--- src/rtl/mlt3_rx_pkg.sv ---
package mlt3_rx_pkg;
  typedef enum logic [1:0] {
    LV_ZERO = 2'b00,
    LV_POS  = 2'b01,
    LV_RSVD = 2'b10,
    LV_NEG  = 2'b11
  } level_t;

  // Reserved code is read as the zero level
  function automatic logic [1:0] norm_level(input logic [1:0] lv);
    return (lv == LV_RSVD) ? LV_ZERO : lv;
  endfunction

  function automatic logic is_active(input logic [1:0] lv);
    return norm_level(lv) != LV_ZERO;
  endfunction
endpackage

--- src/rtl/mlt3_bit_decode.sv ---
module mlt3_bit_decode
  import mlt3_rx_pkg::*;
(
  input  logic       clk,
  input  logic       rst_n,
  input  logic [1:0] line_level,
  input  logic       line_valid,
  input  logic [1:0] tx_level,
  input  logic       tx_valid,
  input  logic       lpbk_n,
  output logic       bit_val,
  output logic       bit_valid
);
  logic [1:0] src_level;
  logic       src_valid;
  logic [1:0] prev_q;

  // loopback source select
  always_comb begin
    src_level = lpbk_n ? line_level : tx_level;
    src_valid = lpbk_n ? line_valid : tx_valid;
  end

  // transition means one
  always_comb begin
    bit_val   = norm_level(src_level) != prev_q;
    bit_valid = src_valid;
  end

  always_ff @(posedge clk) begin
    if (!rst_n) prev_q <= LV_ZERO;
    else if (src_valid) prev_q <= norm_level(src_level);
  end

  // an idle cycle leaves the reference level alone
  a_r1_prev_hold: assert property (@(posedge clk) disable iff (!rst_n)
    !src_valid |=> $stable(prev_q));
endmodule

--- src/rtl/mlt3_sig_detect.sv ---
module mlt3_sig_detect
  import mlt3_rx_pkg::*;
#(
  parameter int SD_CNT = 16
) (
  input  logic       clk,
  input  logic       rst_n,
  input  logic [1:0] line_level,
  input  logic       line_valid,
  output logic       sig_det
);
  localparam int CW = $clog2(SD_CNT + 1);
  localparam logic [CW-1:0] LAST = CW'(SD_CNT - 1);

  logic [CW-1:0] cnt_q;
  logic          det_q;
  logic          act;

  assign act     = is_active(line_level);
  assign sig_det = det_q;

  always_ff @(posedge clk) begin
    if (!rst_n) begin
      cnt_q <= '0;
      det_q <= 1'b0;
    end else if (line_valid) begin
      if (!det_q) begin
        // cumulative count of active samples
        if (act) begin
          if (cnt_q == LAST) begin
            det_q <= 1'b1;
            cnt_q <= '0;
          end else begin
            cnt_q <= cnt_q + 1'b1;
          end
        end
      end else begin
        // run of quiet samples
        if (act) begin
          cnt_q <= '0;
        end else if (cnt_q == LAST) begin
          det_q <= 1'b0;
          cnt_q <= '0;
        end else begin
          cnt_q <= cnt_q + 1'b1;
        end
      end
    end
  end

  a_r6_rise_on_active: assert property (@(posedge clk) disable iff (!rst_n)
    $rose(det_q) |-> $past(line_valid && act));
  a_r7_fall_on_quiet: assert property (@(posedge clk) disable iff (!rst_n)
    $fell(det_q) |-> $past(line_valid && !act));
endmodule

--- src/rtl/mlt3_symbol_deser.sv ---
module mlt3_symbol_deser #(
  parameter int SYM_W = 5
) (
  input  logic             clk,
  input  logic             rst_n,
  input  logic             bit_val,
  input  logic             bit_valid,
  input  logic             sel_100,
  input  logic             sym_ready,
  output logic [SYM_W-1:0] sym_data,
  output logic             sym_valid,
  output logic             sym_clk
);
  localparam int PW = (SYM_W > 1) ? $clog2(SYM_W) : 1;
  localparam logic [PW-1:0] PH_LAST = PW'(SYM_W - 1);
  localparam logic [PW-1:0] PH_MID  = PW'(SYM_W / 2);

  logic [SYM_W-2:0] sh_q;
  logic [PW-1:0]    ph_q;
  logic [SYM_W-1:0] data_q;
  logic             val_q;
  logic             sclk_q;
  logic             load;
  logic             take;

  assign load      = sel_100 && bit_valid && (ph_q == PH_LAST);
  assign take      = val_q && sym_ready;
  assign sym_data  = data_q;
  assign sym_valid = val_q;
  assign sym_clk   = sclk_q;

  always_ff @(posedge clk) begin
    if (!rst_n) begin
      sh_q   <= '0;
      ph_q   <= '0;
      data_q <= '0;
      val_q  <= 1'b0;
      sclk_q <= 1'b0;
    end else if (!sel_100) begin
      // muted, restart symbol framing
      ph_q   <= '0;
      val_q  <= 1'b0;
      sclk_q <= 1'b0;
    end else begin
      if (bit_valid) begin
        sh_q <= {sh_q[SYM_W-3:0], bit_val};
        if (ph_q == PH_LAST) begin
          data_q <= {sh_q, bit_val};   // first bit in MSB
          sclk_q <= 1'b0;              // falls with the load
          ph_q   <= '0;
        end else begin
          if (ph_q == PH_MID) sclk_q <= 1'b1;
          ph_q <= ph_q + 1'b1;
        end
      end
      val_q <= (val_q && !take) || load;
    end
  end

  a_r3_change_on_fall: assert property (@(posedge clk) disable iff (!rst_n)
    (data_q != $past(data_q)) |-> $fell(sclk_q));
  a_r3_stable_on_rise: assert property (@(posedge clk) disable iff (!rst_n)
    $rose(sclk_q) |-> $stable(data_q));
  a_r4_hold_valid: assert property (@(posedge clk) disable iff (!rst_n)
    (val_q && !sym_ready && sel_100) |=> val_q);
  a_r4_hold_data: assert property (@(posedge clk) disable iff (!rst_n)
    (val_q && !sym_ready && !load) |=> $stable(data_q));
  a_r9_muted: assert property (@(posedge clk) disable iff (!rst_n)
    !sel_100 |=> (!val_q && !sclk_q));
endmodule

--- src/rtl/mlt3_symbol_rx.sv ---
module mlt3_symbol_rx #(
  parameter int SYM_W  = 5,
  parameter int SD_CNT = 16
) (
  input  logic             clk,
  input  logic             rst_n,
  input  logic [1:0]       line_level,
  input  logic             line_valid,
  input  logic [1:0]       tx_level,
  input  logic             tx_valid,
  input  logic             lpbk_n,
  input  logic             sel_100,
  output logic [SYM_W-1:0] sym_data,
  output logic             sym_valid,
  input  logic             sym_ready,
  output logic             sym_clk,
  output logic             sig_det
);
  logic dec_bit;
  logic dec_valid;

  mlt3_bit_decode u_dec (
    .clk        (clk),
    .rst_n      (rst_n),
    .line_level (line_level),
    .line_valid (line_valid),
    .tx_level   (tx_level),
    .tx_valid   (tx_valid),
    .lpbk_n     (lpbk_n),
    .bit_val    (dec_bit),
    .bit_valid  (dec_valid)
  );

  // detection always taps the wire
  mlt3_sig_detect #(.SD_CNT(SD_CNT)) u_sd (
    .clk        (clk),
    .rst_n      (rst_n),
    .line_level (line_level),
    .line_valid (line_valid),
    .sig_det    (sig_det)
  );

  mlt3_symbol_deser #(.SYM_W(SYM_W)) u_deser (
    .clk       (clk),
    .rst_n     (rst_n),
    .bit_val   (dec_bit),
    .bit_valid (dec_valid),
    .sel_100   (sel_100),
    .sym_ready (sym_ready),
    .sym_data  (sym_data),
    .sym_valid (sym_valid),
    .sym_clk   (sym_clk)
  );
endmodule

--- config.mk ---
export PLATFORM = sky130hd
export DESIGN_NAME = mlt3_symbol_rx
export DESIGN_NICKNAME = d
export VERILOG_FILES = /design/src/rtl/mlt3_rx_pkg.sv /design/src/rtl/mlt3_bit_decode.sv /design/src/rtl/mlt3_sig_detect.sv /design/src/rtl/mlt3_symbol_deser.sv /design/src/rtl/mlt3_symbol_rx.sv
export SDC_FILE = /design/constraint.sdc
export NUM_CORES = 1
export LEC_CHECK = 0
export BUFFER_PORTS_ARGS = -buffer_cell sky130_fd_sc_hd__buf_2
export CAP_MARGIN = 40
export CORE_MARGIN = 3
export CORE_UTILIZATION = 45
export CTS_BUF_LIST = sky130_fd_sc_hd__clkbuf_16
export CTS_CLUSTER_SIZE = 30
export DETAILED_ROUTE_END_ITERATION = 8
export PLACE_DENSITY = 0.69
export SYNTH_ARGS = -nofsm -noshare
export SYNTH_HDL_FRONTEND = slang
export SYNTH_SLANG_ARGS = --single-unit
--- constraint.sdc ---
create_clock -name clk -period 1.3 [get_ports clk]
set_input_delay 0.13 -clock clk [delete_from_list [all_inputs] [get_ports clk]]
set_output_delay 0.13 -clock clk [all_outputs]
set_load 0.1 [all_outputs]
======== Word-level counts from Yosys, hierarchy flattened ========
Cells that the tools add are included.
word-level totals
  bits in registers ....................... 22
  bits in latches ......................... 0
  memory bits (writable) .................. 0
  memory bits (read-only) ................. 0
  output and inout bits ................... 8
  logic and storage cells ................. 46
  memories kept ........................... 0
operators by class
  add/subtract/negate cells ............... 2
  $mul .................................... 0
  div/mod/pow operators ................... 0
  order comparisons ....................... 0
  eq/ne operators ......................... 6
  shifts and indexed selects .............. 0
  mux-type cells .......................... 16
  bitwise logic cells ..................... 0
  reductions and logical operators ........ 14
operator list
  operator                                       number
  two-way mux 5 bit                              4
  two-way mux 1 bit                              8
  AND reduction 2 bit                            4
  two-way mux 2 bit                              3
  nonzero test 2 bit                             3
  adder 5 x 1 -> 5 bit, second input constant    1
  == test 5 x 4 -> 1 bit, second input constant  1
  == test 2 bit, second input constant           2
  logical AND 1 bit                              4
  adder 3 x 1 -> 3 bit, second input constant    1
  == test 3 x 2 -> 1 bit, second input constant  1
  == test 3 bit, second input constant           1
  two-way mux 3 bit                              1
  AND reduction 3 bit                            1
  != test 2 bit                                  1
  logical NOT 1 bit                              1
  logical OR 1 bit                               1

======== Longest topological paths before layout ========
Gate-level depths: netlist of the first run.
  word-level depth ........................ 5
  gate-level depth with buffers ........... 5

======== Hierarchy ========
Synthesis of the first run repeated with hierarchy kept, for this count alone.
unflattened totals
  cells, all modules ...................... 121
  area total of the unflattened synthesis .. 1082.3 µm²
by module, submodules not included
  module             instances  cells each  area an instance (µm²)
  mlt3_symbol_deser  1          69          638.1
  mlt3_sig_detect    1          38          311.5
  mlt3_bit_decode    1          14          132.6

======== Worst setup path after synthesis of the first run ========
Ideal clock, no wire load.
  path kind ............................... register -> register
  from .................................... register (tool-made name)
  to ...................................... register u_sd.cnt_q[3]
  setup time .............................. 0.119 ns
  data arrival time ....................... 1.647 ns
  data required time ...................... 1.181 ns
  path slack .............................. -0.466 ns
  cell stages (with the launch flop) ...... 4
  buffers on the path ..................... 0
  period minus slack after synthesis ...... 1.766 ns
  path through ............................ dfxtp_1 o21ai_0 a22oi_1 nor2b_1
RTL lines
  element                 RTL line               text
  end signal: assignment  mlt3_sig_detect.sv:34  cnt_q <= cnt_q + 1'b1;
  end signal: assignment  mlt3_sig_detect.sv:45  cnt_q <= cnt_q + 1'b1;
  end: declaration        mlt3_sig_detect.sv:15  logic [CW-1:0] cnt_q;

======== Worst setup path after layout of the first run ========
  from .................................... register u_sd.cnt_q[1]
  to ...................................... register u_sd.cnt_q[1]
on the way
  longest elaborated chain between the ends .. 4
ends and longest elaborated chain
  element                                                         RTL line                                      text
  adder 5 x 1 -> 5 bit or == test 5 x 4 -> 1 bit (tied branches)  --
  two-way mux 5 bit (*)                                           mlt3_sig_detect.sv:30, mlt3_sig_detect.sv:41
  two-way mux 5 bit (on tied branches)                            mlt3_sig_detect.sv:29, mlt3_sig_detect.sv:39
  two-way mux 5 bit (*)                                           mlt3_sig_detect.sv:27                         if (!det_q) begin
Every way passes the cells marked *; elsewhere a longest branch is shown, timed or not. The select of a mux whose other input is x is not followed.
A chain may end at the register's enable or synchronous reset.

==> results.cfg, run 1 <==
[status]
outcome = completed

[critical_path]
cp-start-kind = flop
rrSetupSlack_ns = 0.08
cp_max_fo = 3
crit_arrival_ns = 1.37
cp_slowest_cell = dfxtp_2
end_kind = flop
cpPeakStageDelay_ns = 0.35
path_cells = ha_2 -> nand4b_1 -> and3_4 -> a22oi_2 -> nor2b_1
worst-setup-path-type = flop to flop
required_ns = 1.45

[floorplanning]
core_mm2 = 0.00206
start_util = 0.498
die_area_mm2 = 0.00289
die_w_um = 53.8
die_y_um = 53.8
ios = 19
rows = 16

[sta]
tns_ns = 0
hold_viol = 0
setup_viol = 0
fmax_ghz = 0.821
finClkSkew_ns = 0.00119
fin_crit_ns = 1.22
slew_headroom = 0.677
tightest_slew_ns = 0.489
maxSlewViolCount = 0
period_share = 0.937

[synthesis]
synth_edf_count = 0
synth_top_cell_area_share = 0.429
async_flop_share = 0
ys_seq_area_frac = 0.429
ys_ff_latch = 22
synthCells = 111
synth_common_cells = 22 x dfxtp_1, 11 x nand2_1, 10 x nor2_1
synth_most_common_cell = dfxtp_1
ys.flop_type = dfxtp_1
syn-num-nets = 126
syn_area_mm2 = 0.00103
syn_avg_cell_area_um2 = 9.24
ys_warn_count = 0
yosysUniqueCellTypes = 28
ys_top_cells_by_area = dfxtp_1 43%, mux2i_1 7.8%, nor2b_1 5.5%, ha_1 4.9%, nand2_1 4.0%
synth_top_cell_by_area = dfxtp_1

[detailed_routing]
vias = 851
wl_per_cell_um = 13.3
drc = 0
drtPass1Iterations = 4
drt_wl_total_um = 2200
final_antenna_net_count = 0
initialDrtViolationCount = 12
viasPerCell = 5.16

[clock_network]
clock_latency_ns = 0.25
ctsHoldBuffers = 0
cts_tree = built
cts_setup_buffers = 0
cts_resized = 0
cts_sinks = 22
cts-root-buf = clkbuf_16
cts_made_buffers = 3
clockBufferDepth = 2
cts_htree_levels = 1
clk_pin_slew_ns = 0.06

[power]
p_per_area_mw_per_mm2 = 1140
p_int_mw = 1.16
power.net_switching_mw = 0.330
power_frac_comb = 0.097
netSwitchingFraction = 0.221
ir_drop_mv = 0.803
seqPwrFrac = 0.467
p_leak_nw = 0.576
clock_power_share = 0.436
finalPower_mw = 1.49

[layout]
fin_nets = 154
multi_input_comb_area_um2 = 578
area_delta_synth_final_pct = 27.7
diodes = 0
fillers = 177
seq_area_um2 = 450
drive_gt1_frac = 0.297

[grt]
grt_max_degree = 19
grt-ovfl-total = 0
first_global_vias = 834
track_usage = 0.179
antenna_found_initial = 0
grt_pass1_wl_um = 3680

[worst_hold_path]
hold_class = primary input to flop

[placement]
port_buffers = 18
routabilityCongestion = 0.739
hpwl_um = 1530

[flow_run]
maxCapViolCount = 0
==> metal layers <==
metal / part of all wire / track usage / up-vias / wire length, µm
li1: - / - / 440 / -
met1: 0.47 / 0.232 / 384 / 1030
met2: 0.46 / 0.276 / 21 / 1010
met3: 0.057 / 0.0471 / 6 / 125
met4: 0.018 / 0.0766 / 0 / 39
met5: 0 / 0 / - / 0
==> cell type report <==
| class | instances | share of cell area |
|---|---|---|
| clock buffers | 3 | 0.0573 |
| flip-flops and latches | 22 | 0.344 |
| well taps | 27 | 0.0258 |
| inverters | 5 | 0.0143 |
| repair buffers | 26 | 0.115 |
| multi-input cells | 81 | 0.441 |
| clock inverters | 1 | 0.00287 |
==> logic make-up (layout without fill, tap and decap cells) <==
kind of cell    after synthesis  after routing  synth area share
compound gates               23             23             0.152
xor+xnor                      4              4            0.0342
fa+ha+maj                     4              4            0.0488
buf+inv                       8             35            0.0317
flops                        22             22             0.429
mux                           9              9            0.0927
simple gates                 41             41             0.211
==> critical path: cells and delay by family, from the launching register on <==
family                   cells  cell delay (ns)
flip-flops                   1             0.35
AO/OA/AOI/OAI                1             0.18
AND/OR/NAND/NOR              3             0.38
adder cells (fa/ha/maj)      1             0.20
==> through the flow <==
| stage | hold WS [ns] | util | std cells | cell area [µm²] | worst slack, ns |
|---|---|---|---|---|---|
| 6_report | 0.167 | 0.635 | 165 | 1310 | 0.0814 |
| 3_3_place_gp | 0.418 | 0.583 | 161 | 1200 | 0.0647 |
| 2_1_floorplan | 0.258 | - | 111 | 1030 | 0.0176 |
| 4_1_cts | 0.177 | 0.621 | 165 | 1280 | 0.00140 |
| 5_1_grt | 0.196 | 0.635 | 165 | 1310 | -0.000921 |
| 3_5_place_dp | 0.434 | 0.583 | 161 | 1200 | 0.0295 |
==> cell usage in the layout (no fill, tap or decap), types with 2 or more instances in the layout <==
master,Yosys,routed
xnor2_1,2,2
a21oi_1,7,7
ha_1,4,2
nor2b_1,9,9
nand2b_1,2,2
a21boi_0,3,3
mux2i_1,8,8
nor2_1,10,10
xor2_1,2,2
nand2_1,11,11
o21ai_0,4,4
dfxtp_2,0,5
buf_2,2,18
inv_1,5,5
buf_4,0,8
nand3_1,5,5
o311a_1,2,2
clkbuf_16,0,3
dfxtp_1,22,16
==> power by group through the flow <==
| stage | clock network, mW | logic (mW) | registers, mW |
|---|---|---|---|
| floorplan | 0 | 0.0830 | 0.710 |
| global placement | 0 | 0.129 | 0.711 |
| detailed placement | 0 | 0.133 | 0.711 |
| CTS | 0.651 | 0.138 | 0.697 |
| global route | 0.698 | 0.160 | 0.699 |
| finish | 0.651 | 0.144 | 0.698 |
==> state kept, by name, summed over array words and instances (netlist names), named ones only <==
name               cells
u_deser.sym_data       5
u_deser.ph_q           3
u_deser.sym_valid      1
u_deser.sh_q           4
u_dec.prev_q           2
u_deser.sym_clk        1
u_sd.cnt_q             5
==> final timing paths <==
| kind | startpoint | endpoint | cells past startpoint |
|---|---|---|---|
| worst max-delay path | u_sd.cnt_q[1]$_SDFFE_PN0P_ | u_sd.cnt_q[1]$_SDFFE_PN0P_ | 5 |
| worst min-delay path | sym_ready | u_deser.sym_valid$_SDFF_PN0_ | 4 |
| worst max register to register | u_sd.cnt_q[1]$_SDFFE_PN0P_ | u_sd.cnt_q[1]$_SDFFE_PN0P_ | 5 |
| worst min register to register | u_sd.cnt_q[4]$_SDFFE_PN0P_ | u_sd.cnt_q[4]$_SDFFE_PN0P_ | 2 |
(Power assumes the default switching activity.)
==> run 2: changes to the inputs <==
--- a/config.mk
+++ b/config.mk
@@ -13,6 +13,7 @@
 export CTS_CLUSTER_SIZE = 30
 export DETAILED_ROUTE_END_ITERATION = 8
 export PLACE_DENSITY = 0.69
+export SETUP_SLACK_MARGIN = 0.2
 export SYNTH_ARGS = -nofsm -noshare
 export SYNTH_HDL_FRONTEND = slang
 export SYNTH_SLANG_ARGS = --single-unit
==> run 2 against run 1 <==
Sequential power hardly changed. Count of clock-buffer cells in the layout increased by 1. Clock power grew 21%. Die area unchanged. Power increased by 10%. Largest cell class unchanged. Largest power group is now clock. Highest routed layer unchanged.
==> results.cfg, run 2 (synthesis gave the netlist of run 1 again) <==
[placement]
port_buffers = 18
routabilityCongestion = 0.744
hpwl_um = 1430

[critical_path]
crit_arrival_ns = 1.29
end_kind = flop
rrSetupSlack_ns = 0.16
worstReg2RegStart = u_deser.ph_q[1]$_SDFFE_PN0P_
worst-setup-path-type = flop to flop
cp-start-kind = flop
cp_max_fo = 4
required_ns = 1.45
reg2regPathDepth = 6
r2r_end = u_deser.sym_data[2]$_SDFFE_PN0P_

[status]
outcome = completed

[grt]
first_global_vias = 795
grt_pass1_wl_um = 3480
grt-ovfl-total = 0
antenna_found_initial = 0
grt_max_degree = 19
track_usage = 0.168

[worst_hold_path]
min_to = u_deser.sym_valid$_SDFF_PN0_
hold_depth = 4
min_from = sym_ready
hold_class = primary input to flop

[sta]
slew_headroom = 0.791
maxSlewViolCount = 0
hold_viol = 0
period_share = 0.875
fmax_ghz = 0.879
finClkSkew_ns = 0.00471
tns_ns = 0
whs_ns = 0.160
setup_viol = 0
tightest_slew_ns = 0.311
grt_setup_unrepaired = yes
fin_crit_ns = 1.14

[layout]
fin_util = 0.698
final_common_cell = buf_4
fin_nets = 155
area_delta_synth_final_pct = 40.4
layout_common_cells = 15 x buf_4, 11 x nand2_1
diodes = 0
drive_gt1_frac = 0.410

[clock_network]
cts_htree_levels = 1
clock_latency_ns = 0.26
cts_made_buffers = 3
ctsHoldBuffers = 0
clockBufferDepth = 2
cts_tree = built
cts_sinks = 22
cts-root-buf = clkbuf_16
clk_pin_slew_ns = 0.06

[floorplanning]
start_util = 0.498
rows = 16
core_mm2 = 0.00206
die_area_mm2 = 0.00289
ios = 19
die_y_um = 53.8
die_w_um = 53.8

[detailed_routing]
drc = 0
viasPerCell = 5.22
initialDrtViolationCount = 9
final_antenna_net_count = 0
drt_wl_total_um = 2250
drtPass1Iterations = 4
wl_per_cell_um = 13.5
vias = 866

[flow_run]
maxCapViolCount = 0

[power]
p_leak_nw = 0.610
finalPower_mw = 1.65
p_per_area_mw_per_mm2 = 1140
ir_drop_mv = 1.27
-- run 2: critical path, cell delays in order, from the launching register on --
cell     delay [ns]
dfxtp_2        0.32
inv_2          0.07
ha_4           0.15
nand4_4        0.13
buf_12         0.17
mux2i_1        0.14
nor2b_1        0.06
-- run 2: power by group --
part	internal, mW	total (mW)	switching, mW
Sequential	0.686	0.698	0.0123
Clock	0.534	0.790	0.256
Combinational	0.0742	0.159	0.0850
-- run 2: through the flow --
step	instance area [µm²]	worst slack (ns)	instances
floorplan	1060	0.161	111
global placement	1180	0.107	154
detailed placement	1180	0.0786	154
CTS	1380	0.120	164
global route	1440	0.0949	166
finish	1440	0.162	166
-- run 2: timing repair --
item / in CTS / in global routing
gates resized for setup: 11 / 11
pin swaps: 5 / 10
setup endpoints to repair: 17 / 14
buffers inserted: 6 / 2
-- run 2: worst max path at each step --
stage / cells past startpoint / startpoint / endpoint
3_5_place_dp: 5 / u_sd.cnt_q[1]$_SDFFE_PN0P_ / u_sd.cnt_q[1]$_SDFFE_PN0P_
5_1_grt: 6 / u_deser.ph_q[1]$_SDFFE_PN0P_ / u_deser.sym_data[4]$_SDFFE_PN0P_
2_1_floorplan: 4 / flop / u_sd.cnt_q[1]$_SDFFE_PN0P_
6_report: 6 / u_deser.ph_q[1]$_SDFFE_PN0P_ / u_deser.sym_data[2]$_SDFFE_PN0P_
4_1_cts: 4 / u_deser.ph_q[0]$_SDFFE_PN0P_ / u_deser.sym_data[0]$_SDFFE_PN0P_
3_3_place_gp: 5 / u_sd.cnt_q[0]$_SDFFE_PN0P_ / u_sd.cnt_q[1]$_SDFFE_PN0P_
-- run 2: area by class of cell --
class	instances	area, µm²
inverter	5	21.3
sequential	22	460
fill	158	622
tap	27	33.8
timing repair buffer	27	194
multi-input combinational	81	631
clock buffer	4	100
-- run 2: layer usage --
metal / track usage / vias to the layer above / share of wire
met5: 0 / - / 0
met4: 0.0511 / 0 / 0.0085
met3: 0.0582 / 5 / 0.045
met2: 0.270 / 18 / 0.49
met1: 0.208 / 400 / 0.45
li1: - / 443 / -
